`src/rtl/lu_pkg.sv`:
```
package lu_pkg;
    localparam int CTRL_W     = 8;
    localparam int CB_REGWR   = 7;
    localparam int CB_MEM2REG = 6;
    localparam int CB_MEMRD   = 5;
    localparam int CB_MEMWR   = 4;

    typedef enum logic [0:0] {
        ST_FLOW = 1'b0,
        ST_HOLD = 1'b1
    } lu_state_e;
endpackage

```
`src/rtl/lu_hazard_detect.sv`:
```
module lu_hazard_detect #(
    parameter int REG_AW = 5
) (
    input  logic              ex_mem_read,
    input  logic [REG_AW-1:0] ex_dst,
    input  logic [REG_AW-1:0] dec_rs,
    input  logic [REG_AW-1:0] dec_rt,
    input  logic              dec_rt_rd,
    input  logic              dec_is_store,
    output logic              hazard
);
    logic dst_live;
    logic rs_hit;
    logic rt_hit;

    always_comb begin
        dst_live = ex_mem_read && (ex_dst != '0);
        rs_hit   = (ex_dst == dec_rs);
        // store data travels to memory stage, where it is forwarded
        rt_hit   = dec_rt_rd && !dec_is_store && (ex_dst == dec_rt);
        hazard   = dst_live && (rs_hit || rt_hit);
    end
endmodule

```
`src/rtl/lu_stall_fsm.sv`:
```
module lu_stall_fsm
    import lu_pkg::*;
(
    input  logic clk,
    input  logic rst_n,
    input  logic hazard,
    output logic stall,
    output logic front_we
);
    lu_state_e state_q;
    lu_state_e state_d;

    always_ff @(posedge clk) begin
        if (!rst_n) state_q <= ST_FLOW;
        else        state_q <= state_d;
    end

    always_comb begin
        state_d  = state_q;
        stall    = 1'b0;
        front_we = 1'b1;
        unique case (state_q)
            ST_FLOW: begin
                if (hazard) begin
                    stall    = 1'b1;
                    front_we = 1'b0;
                    state_d  = ST_HOLD;
                end
            end
            ST_HOLD: begin
                state_d = ST_FLOW;
            end
            default: state_d = ST_FLOW;
        endcase
    end
endmodule

```
`src/rtl/lu_bubble_mux.sv`:
```
module lu_bubble_mux
    import lu_pkg::*;
#(
    parameter int REG_AW = 5
) (
    input  logic              stall,
    input  logic [CTRL_W-1:0] dec_ctrl,
    input  logic [REG_AW-1:0] dec_dst,
    output logic [CTRL_W-1:0] nxt_ctrl,
    output logic [REG_AW-1:0] nxt_dst
);
    genvar gi;
    generate
        for (gi = 0; gi < CTRL_W; gi++) begin : g_ctrl
            assign nxt_ctrl[gi] = dec_ctrl[gi] & ~stall;
        end
    endgenerate

    assign nxt_dst = stall ? '0 : dec_dst;
endmodule

```
`src/rtl/lu_idex_ctrl.sv`:
```
module lu_idex_ctrl
    import lu_pkg::*;
#(
    parameter int REG_AW = 5
) (
    input  logic              clk,
    input  logic              rst_n,
    input  logic [CTRL_W-1:0] nxt_ctrl,
    input  logic [REG_AW-1:0] nxt_dst,
    output logic [CTRL_W-1:0] ex_ctrl,
    output logic [REG_AW-1:0] ex_dst
);
    always_ff @(posedge clk) begin
        if (!rst_n) begin
            ex_ctrl <= '0;
            ex_dst  <= '0;
        end else begin
            ex_ctrl <= nxt_ctrl;
            ex_dst  <= nxt_dst;
        end
    end
endmodule

```
`src/rtl/lu_stall_ctrl.sv`:
```
module lu_stall_ctrl
    import lu_pkg::*;
#(
    parameter int REG_AW = 5
) (
    input  logic              clk,
    input  logic              rst_n,
    input  logic [REG_AW-1:0] dec_rs,
    input  logic [REG_AW-1:0] dec_rt,
    input  logic              dec_rt_rd,
    input  logic [REG_AW-1:0] dec_dst,
    input  logic [7:0]        dec_ctrl,
    output logic              pc_we,
    output logic              ifid_we,
    output logic              stall,
    output logic [7:0]        ex_ctrl,
    output logic [REG_AW-1:0] ex_dst
);
    logic              hazard;
    logic              front_we;
    logic [CTRL_W-1:0] nxt_ctrl;
    logic [REG_AW-1:0] nxt_dst;

    lu_hazard_detect #(.REG_AW(REG_AW)) u_detect (
        .ex_mem_read  (ex_ctrl[CB_MEMRD]),
        .ex_dst       (ex_dst),
        .dec_rs       (dec_rs),
        .dec_rt       (dec_rt),
        .dec_rt_rd    (dec_rt_rd),
        .dec_is_store (dec_ctrl[CB_MEMWR]),
        .hazard       (hazard)
    );

    lu_stall_fsm u_fsm (
        .clk      (clk),
        .rst_n    (rst_n),
        .hazard   (hazard),
        .stall    (stall),
        .front_we (front_we)
    );

    lu_bubble_mux #(.REG_AW(REG_AW)) u_mux (
        .stall    (stall),
        .dec_ctrl (dec_ctrl),
        .dec_dst  (dec_dst),
        .nxt_ctrl (nxt_ctrl),
        .nxt_dst  (nxt_dst)
    );

    lu_idex_ctrl #(.REG_AW(REG_AW)) u_idex (
        .clk      (clk),
        .rst_n    (rst_n),
        .nxt_ctrl (nxt_ctrl),
        .nxt_dst  (nxt_dst),
        .ex_ctrl  (ex_ctrl),
        .ex_dst   (ex_dst)
    );

    assign pc_we   = front_we;
    assign ifid_we = front_we;
endmodule

```
`config.mk`:
```
export PLATFORM = sky130hd
export DESIGN_NAME = lu_stall_ctrl
export DESIGN_NICKNAME = d
export VERILOG_FILES = /design/src/rtl/lu_pkg.sv /design/src/rtl/lu_hazard_detect.sv /design/src/rtl/lu_stall_fsm.sv /design/src/rtl/lu_bubble_mux.sv /design/src/rtl/lu_idex_ctrl.sv /design/src/rtl/lu_stall_ctrl.sv
export SDC_FILE = /design/constraint.sdc
export NUM_CORES = 1
export LEC_CHECK = 0
export CELL_PAD_IN_SITES_DETAIL_PLACEMENT = 1
export CELL_PAD_IN_SITES_GLOBAL_PLACEMENT = 1
export CORE_MARGIN = 2
export CORE_UTILIZATION = 22
export DETAILED_ROUTE_END_ITERATION = 12
export GPL_TIMING_DRIVEN = 1
export PLACE_DENSITY = 0.85
export REMOVE_ABC_BUFFERS = 1
export SLEW_MARGIN = 20
export SYNTH_ARGS = -nofsm -noshare
export SYNTH_HDL_FRONTEND = slang
export SYNTH_SLANG_ARGS = --single-unit
```
`constraint.sdc`:
```
create_clock -name clk -period 1.8 [get_ports clk]
set_input_delay 0.36 -clock clk [delete_from_list [all_inputs] [get_ports clk]]
set_output_delay 0.36 -clock clk [all_outputs]
set_load 0.02 [all_outputs]
```
# After elaboration in Yosys (flattened, before gate mapping)
# Index checks and enable logic that the tools add are counted.
[totals] reg_bits=14 latchBits=0 ramBits=0 rom_bits=0 inputBits=26 output_inout_bits=16 wordCells=29 n_memories=0
[classes] add_sub_neg=0 n_mul=0 div=0 magnitude_cmp=0 n_eq_ne=2 shifts=0 mux=5 bitwise=11 n_reduce_logical=8
[ops] cell="$eq A5 B5 Y1" n=2
[ops] cell="$and A1 B1 Y1" n=8
[ops] cell="$reduce_bool A5 Y1" n=1
[ops] cell="$logic_and A1 B1 Y1" n=4
[ops] cell="$mux W1" n=4
[ops] cell="$not A1 Y1" n=3
[ops] cell="$pmux W1 S2" n=1
[ops] cell="$reduce_or A2 Y1" n=1
[ops] cell="$logic_not A1 Y1" n=1
[ops] cell="$logic_or A1 B1 Y1" n=1

# Longest topological paths before layout
# Gate-level depths: netlist (run 1).
[depth] word_depth=9 depth_mapped=7

# Cells and area by module
# Synthesis (run 1) repeated with hierarchy kept, for this count alone.
[unflattened] cells_unflattened=63 hier_area_um2=688.2
[by_module_without_submodules] mod="lu_idex_ctrl" n_inst=1 cells_per_inst=27 area_per_inst_um2=364.1 seq_area_each_um2=260.2
[by_module_without_submodules] mod="lu_hazard_detect" n_inst=1 cells_per_inst=17 area_per_inst_um2=136.4 seq_area_each_um2=0.0
[by_module_without_submodules] mod="lu_bubble_mux" n_inst=1 cells_per_inst=14 area_per_inst_um2=135.1 seq_area_each_um2=0.0
[by_module_without_submodules] mod="lu_stall_fsm" n_inst=1 cells_per_inst=4 area_per_inst_um2=45.0 seq_area_each_um2=20.0
[by_module_without_submodules] mod="lu_stall_ctrl" n_inst=1 cells_per_inst=1 area_per_inst_um2=7.5 seq_area_each_um2=0.0

# Least setup slack after synthesis (run 1)
# No wires, ideal clock.
[synth_path] path_kind="register to output" startpoint="register u_idex.ex_dst[2]" endpoint="output port pc_we" arrival_time_ns=1.662 setup_slack_ns=-0.222 stages_incl_launch_ff=8 n_path_buf=2 cell_sequence="dfxtp_1 inv_1 a222oi_1 nand4_1 a21oi_2 buf_6 inv_1 buf_4"
[synth_between] elab_chain_len=6
[synth_lines] element="from (decl)" line="lu_idex_ctrl.sv:11" text="output logic [REG_AW-1:0] ex_dst"
[synth_lines] element="from (signal assigned)" line="lu_idex_ctrl.sv:19" text="ex_dst <= nxt_dst;"
[synth_lines] element="$eq A5 B5 Y1" line="lu_hazard_detect.sv:20" text="rt_hit = dec_rt_rd && !dec_is_store && (ex_dst == dec_rt);"
[synth_lines] element="$logic_and A1 B1 Y1" line="lu_hazard_detect.sv:20"
[synth_lines] element="$logic_or A1 B1 Y1" line="lu_hazard_detect.sv:21" text="hazard = dst_live && (rs_hit || rt_hit);"
[synth_lines] element="$logic_and A1 B1 Y1 (*)" line="lu_hazard_detect.sv:21"
[synth_lines] element="$mux W1 (*)" line="lu_stall_fsm.sv:24" text="if (hazard) begin"
[synth_lines] element="$mux W1 (*)" line="lu_stall_fsm.sv:22" text="unique case (state_q)"
[synth_lines] element="to (decl)" line="lu_stall_ctrl.sv:13" text="output logic pc_we,"
# Every way passes the cells marked *; elsewhere a longest branch is shown, timed or not.

# Worst setup path in the final report (run 1)
[layout_path] startpoint="register u_idex.ex_dst[2]" endpoint="output port stall"
[layout_between] elab_chain_len=6
[layout_lines] element="$eq A5 B5 Y1" line="lu_hazard_detect.sv:20"
[layout_lines] element="$logic_and A1 B1 Y1" line="lu_hazard_detect.sv:20"
[layout_lines] element="$logic_or A1 B1 Y1" line="lu_hazard_detect.sv:21"
[layout_lines] element="$logic_and A1 B1 Y1 (*)" line="lu_hazard_detect.sv:21"
[layout_lines] element="$mux W1 (*)" line="lu_stall_fsm.sv:24"
[layout_lines] element="$mux W1 (*)" line="lu_stall_fsm.sv:22"
[layout_lines] element="to (decl)" line="lu_stall_ctrl.sv:15" text="output logic stall,"
# Marked as above.

==> results.sh, run 1 <==
export IMPL_outcome="complete, but fails checks"
export IMPL_violations="setup timing"
export IMPL_cts_hold_buf=0
export IMPL_clk_pin_slew_ns=0.09
export IMPL_synth_seq_area_share_pct=48.5
export IMPL_setup_ws_ns=-0.216
export IMPL_fin_crit_ns=2.02
export IMPL_cts_sinks=14
export IMPL_tightestPinTransition_ns=0.438
export IMPL_grt_pass1_wl_mm=3.01
export IMPL_die_x_um=55.3
export IMPL_core_area_um2=2480
export IMPL_synth_edf_count=0
export IMPL_drt_iter0_markers=4
export IMPL_timing_hold_ws_ns=0.488
export IMPL_clkLatencyLatePin_ns=0.28
export IMPL_grt_overflow_total=0
export IMPL_clock_fmax_ghz=0.496
export IMPL_h_tree_depth=1
export IMPL_io_pin_count=42
export IMPL_cp_end_kind="primary output"
export IMPL_fin_area_um2=1130
export IMPL_yosys_warnings=0
export IMPL_dpl_cell_area_um2=1050
export IMPL_gr_usage_met1_pct=13.3
export IMPL_routed_wl_mm=1.75
export IMPL_synthTopCellsByArea="dfxtp_1 48%, nand2_1 8.4%, nor2_1 8.4%"
export IMPL_die_h_um=55.3
export IMPL_diodes=0
export IMPL_drc=0
export IMPL_fin_skew_ns=0.00580
export IMPL_finalHoldViolations=0
export IMPL_rows=18
export IMPL_maxSlewViolCount=0
export IMPL_synthTopCellsByCount="14 x dfxtp_1, 13 x nand2_1, 13 x nor2_1"
export IMPL_timing_slew_headroom_pct=70.7
export IMPL_dr_pass1_iters=4
export IMPL_syn_area_um2=578
export IMPL_ir_drop_v=0.000438
export IMPL_io_buffers=41
export IMPL_die_area_um2=3050
export IMPL_rsz0062_at_grt="true"
export IMPL_path_max_fanout=4
export IMPL_hold_path_class="in -> reg"
export IMPL_root_buffer="clkbuf_4"
export IMPL_syn_to_final_growth_pct=95.7
export IMPL_cts_buffer_depth=2
export IMPL_power_mw=0.730
export IMPL_cts_tree="built"
export IMPL_antenna_found_initial=0
export IMPL_critical_path_class="reg -> out"
export IMPL_vias=611
export IMPL_yosys_register_bits=14
export IMPL_power_density_nw_per_um2=645
export IMPL_drive_above_1_share_pct=20.8
export IMPL_start_util_pct=23.3
export IMPL_arrival_ns=1.66
export IMPL_synth_most_common_cell="dfxtp_1"
export IMPL_nets=147
export IMPL_cp_required_ns=1.44
export IMPL_avgViaCountPerCell=4.07
export IMPL_grtUsageTotal_pct=12.6
export IMPL_tns_ns=-0.691
export IMPL_synth_top_area_cell="dfxtp_1"
export IMPL_antenna_left=0
export IMPL_hpwl_mm=1.40
export IMPL_cp_start_kind="flip-flop"
export IMPL_globalplace_congestion=0.705
export IMPL_grt_max_degree=15
export IMPL_async_reset_ff_share_pct=0
export IMPL_p_leak_nw=0.511
export IMPL_gr_usage_met2_pct=23.5
export IMPL_drv_cap=0
export IMPL_fin_crit_sh_pct=112
export IMPL_synth_top_cell_area_share_pct=48.5
export IMPL_synth_cells=68
export IMPL_ys_flop_type="dfxtp_1"
export IMPL_synth_area_per_cell_um2=8.50
export IMPL_grtUsageMet3_pct=2.58
export IMPL_grt_pass1_vias=705
export IMPL_cts_made_buffers=3
export IMPL_grt_busiest_layer="met2"
export IMPL_yosysUniqueCellTypes=20
export IMPL_setup_viol=8
export IMPL_wire_per_inst_um=11.7
## worst paths after layout
check	slack, ns	startpoint	endpoint	depth (start not counted)
worst max-delay path	-0.22	u_idex.ex_dst[2]	stall	5
worst max register to register	-0.09	u_idex.ex_dst[2]	u_fsm.state_q	8
worst min-delay path	0.49	dec_ctrl[4]	u_idex.ex_ctrl[4]	3
worst min register to register	1.12	u_fsm.state_q	u_idex.ex_ctrl[5]	8
## flip-flops by register name (all words and copies together) (netlist names)
register	flops
u_fsm.state_q	1
u_idex.ex_ctrl	8
u_idex.ex_dst	5
## power breakdown
group,total [mW],internal [mW],switching [mW]
logic,0.168,0.103,0.0651
registers,0.337,0.327,0.0104
clock network,0.225,0.123,0.102
## placed cells by master, fill, tap and decap left out, types with 3 or more instances in the layout
cell type / instances
clkdlybuf4s50_1: 30
nand2_1: 13
nor2_1: 13
dfxtp_1: 11
buf_4: 10
dlygate4sd2_1: 8
xnor2_1: 4
inv_1: 4
xor2_1: 3
clkbuf_4: 3
buf_6: 3
dfxtp_2: 3
## area by class of cell
cell class / instances / area (um^2)
clock buffers: 4 / 36.3
inverters: 4 / 15.0
flip-flops and latches: 14 / 284
multi-input cells: 46 / 264
fillers: 302 / 1350
repair buffers: 52 / 494
well taps: 30 / 37.5
## stage by stage
step | setup WS, ns | utilization (%) | instances
global placement | -0.787 | 42.3 | 142
detailed placement | -0.837 | 42.3 | 142
floorplan | -0.407 | - | 64
finish | -0.216 | 45.7 | 150
CTS | -0.205 | 45.1 | 149
global route | -0.269 | 45.7 | 150
## worst max-delay path, stage by stage (launching register included)
cell and delay [ns]:
dfxtp_2 0.35, or4_4 0.53, o21ai_2 0.17, a21oi_2 0.07, buf_4 0.15, buf_6 0.12
## cell families after synthesis
kind of cell / after synthesis / share of synthesized area [%]
DFF: 14 / 48.5
and+or+nand+nor: 35 / 26.4
buffers and inverters: 8 / 7.79
AOI/OAI and AO/OA: 4 / 6.71
xor gates and xnor gates: 7 / 10.6
## per-layer routing
metal	vias to the layer above	part of all wire, %
li1	314	-
met2	28	51
met3	4	6.6
met5	-	0
met1	265	40
met4	0	1.7
## what timing repair did
item | in CTS | in global routing
setup endpoints to repair | 3 | 4
gates resized for setup | 32 | 2
pin swaps | 6 | 6
endpoints found under the hold margin | 0 | 0
setup buffers | 3 | 1
Note: power is estimated with default switching activity, not from simulation.
==> inputs of run 2 (changes only) <==
--- a/config.mk
+++ b/config.mk
@@ -11,7 +11,7 @@
 export CORE_UTILIZATION = 22
 export DETAILED_ROUTE_END_ITERATION = 12
 export GPL_TIMING_DRIVEN = 1
-export PLACE_DENSITY = 0.85
+export PLACE_DENSITY_LB_ADDON = 0.2
 export REMOVE_ABC_BUFFERS = 1
 export SLEW_MARGIN = 20
 export SYNTH_ARGS = -nofsm -noshare
==> results.sh, run 2 (synthesized netlist as in run 1, its figures left out) <==
export IMPL_outcome="complete, but fails checks"
export IMPL_violations="setup timing"
export IMPL_globalplace_congestion=0.763
export IMPL_rows=18
export IMPL_grt_overflow_total=0
export IMPL_hpwl_mm=1.30
export IMPL_critical_path_class="reg -> out"
export IMPL_layout_commonest_cell="clkdlybuf4s50_1"
export IMPL_core_area_um2=2480
export IMPL_cts_buffer_depth=2
export IMPL_clockPowerShare_pct=30.5
export IMPL_grt_pass1_wl_mm=3.02
export IMPL_p_leak_nw=0.502
export IMPL_io_pin_count=42
export IMPL_path_max_fanout=5
export IMPL_maxSlewViolCount=0
export IMPL_top_regs="u_idex.ex_ctrl (8), u_idex.ex_dst (5), u_fsm.state_q (1)"
export IMPL_hold_path_class="in -> reg"
export IMPL_cts_made_buffers=3
export IMPL_tightestPinTransition_ns=0.457
export IMPL_antenna_found_initial=0
export IMPL_p_int_mw=0.550
export IMPL_sequentialPowerShare_pct=46.3
export IMPL_ir_drop_v=0.000449
export IMPL_die_area_um2=3050
export IMPL_antenna_left=0
export IMPL_timing_hold_ws_ns=0.539
export IMPL_power_switching_mw=0.177
export IMPL_vias=631
export IMPL_grtUsageTotal_pct=12.2
export IMPL_switching_share_pct=24.3
export IMPL_avgViaCountPerCell=4.29
export IMPL_drt_iter0_markers=4
export IMPL_setup_viol=3
export IMPL_timing_slew_headroom_pct=69.4
export IMPL_grt_max_degree=15
export IMPL_io_buffers=41
export IMPL_rsz0062_at_grt="true"
export IMPL_root_buffer="clkbuf_4"
export IMPL_seq_area_um2=288
export IMPL_fin_util_pct=45.0
export IMPL_crit_start="u_idex.ex_dst[1]"
export IMPL_syn_to_final_growth_pct=92.9
export IMPL_cp_start_kind="flip-flop"
export IMPL_drive_above_1_share_pct=21.4
export IMPL_final_cell_mix="29 x clkdlybuf4s50_1, 13 x nand2_1, 13 x nor2_1"
export IMPL_post_cts_buffers=0
export IMPL_grt_pass1_vias=691
export IMPL_reg2reg_depth=5
export IMPL_r2r_setup_slack_ns=0.23
export IMPL_cts_tree="built"
export IMPL_die_h_um=55.3
export IMPL_cp_end_kind="primary output"
export IMPL_diodes=0
export IMPL_clk_pin_slew_ns=0.08
export IMPL_worstReg2RegStart="u_idex.ex_dst[1]"
export IMPL_die_x_um=55.3
export IMPL_setup_ws_ns=-0.163
export IMPL_p_comb_share_pct=23.1
export IMPL_fin_skew_ns=0.000837
export IMPL_top_register="u_idex.ex_ctrl"
export IMPL_arrival_ns=1.60
export IMPL_fin_crit_ns=1.96
export IMPL_fin_crit_sh_pct=109
export IMPL_drv_cap=0
export IMPL_wire_per_inst_um=11.3
export IMPL_fill_cells=299
export IMPL_cp_required_ns=1.44
export IMPL_multi_input_area_um2=277
export IMPL_clock_fmax_ghz=0.509
export IMPL_clkLatencyLatePin_ns=0.27
export IMPL_start_util_pct=23.3
export IMPL_finalHoldViolations=0
export IMPL_drc=0
export IMPL_h_tree_depth=1
export IMPL_routed_wl_mm=1.66
export IMPL_largest_register_ffs=8
export IMPL_power_density_nw_per_um2=652
export IMPL_reg2reg_to="u_fsm.state_q"
export IMPL_endpoint="pc_we"
export IMPL_nets=144
export IMPL_cts_sinks=14
export IMPL_dr_pass1_iters=4
[run 2: per-stage QoR]
step	total power [mW]	instance area (um^2)	TNS, ns	cells	worst slack (ns)
after floorplan	0.400	548	-0.857	64	-0.407
after global placement	0.510	1060	-4.92	143	-0.811
after detailed placement	0.513	1060	-5.25	143	-0.824
after CTS	0.739	1100	-0.559	147	-0.188
after global routing	0.767	1110	-0.759	147	-0.255
final	0.727	1110	-0.464	147	-0.163
[run 2: power groups by stage]
stage,clock network [mW],logic (mW),registers (mW)
2_1_floorplan,0,0.0371,0.363
3_3_place_gp,0,0.166,0.343
3_5_place_dp,0,0.169,0.344
4_1_cts,0.233,0.169,0.337
5_1_grt,0.243,0.184,0.340
6_report,0.222,0.168,0.337
[run 2: worst min-delay path by stage]
stage	from	end	slack [ns]	cells after the start
after detailed placement	u_fsm.state_q	u_idex.ex_ctrl[6]	0.71	5
final	dec_ctrl[4]	u_idex.ex_ctrl[4]	0.54	4
after floorplan	rst_n	u_idex.ex_ctrl[0]	0.47	2
after CTS	dec_ctrl[4]	u_idex.ex_ctrl[4]	0.54	4
after global placement	u_fsm.state_q	u_idex.ex_ctrl[3]	0.69	5
after global routing	dec_ctrl[4]	u_idex.ex_ctrl[4]	0.58	4
[run 2: what timing repair did]
action	4_1_cts	5_1_grt
pin swaps	8	4
resized for setup	32	5
setup endpoints to repair	3	4
gates cloned	0	0
hold buffers	0	0
[run 2: area by class of cell]
cell class	count	area share, %
inverters	4	1.35
multi-input cells	46	24.8
flip-flops and latches	14	25.8
repair buffers	49	41.4
well taps	30	3.37
clock buffers	4	3.25
[run 2: per-layer routing]
metal,track usage [%],vias to the layer above,routed length [um]
li1,-,310,-
met1,13.3,288,623
met2,20.9,31,818
met3,4.45,2,204
met4,5.23,0,10
met5,0,-,0
[run 2: worst max-delay path, cell delays in order, from the launching register on]
cell and delay [ns]:
dfxtp_4 0.37, or4_4 0.53, o21ai_4 0.18, a21oi_4 0.06, inv_2 0.08, buf_6 0.11
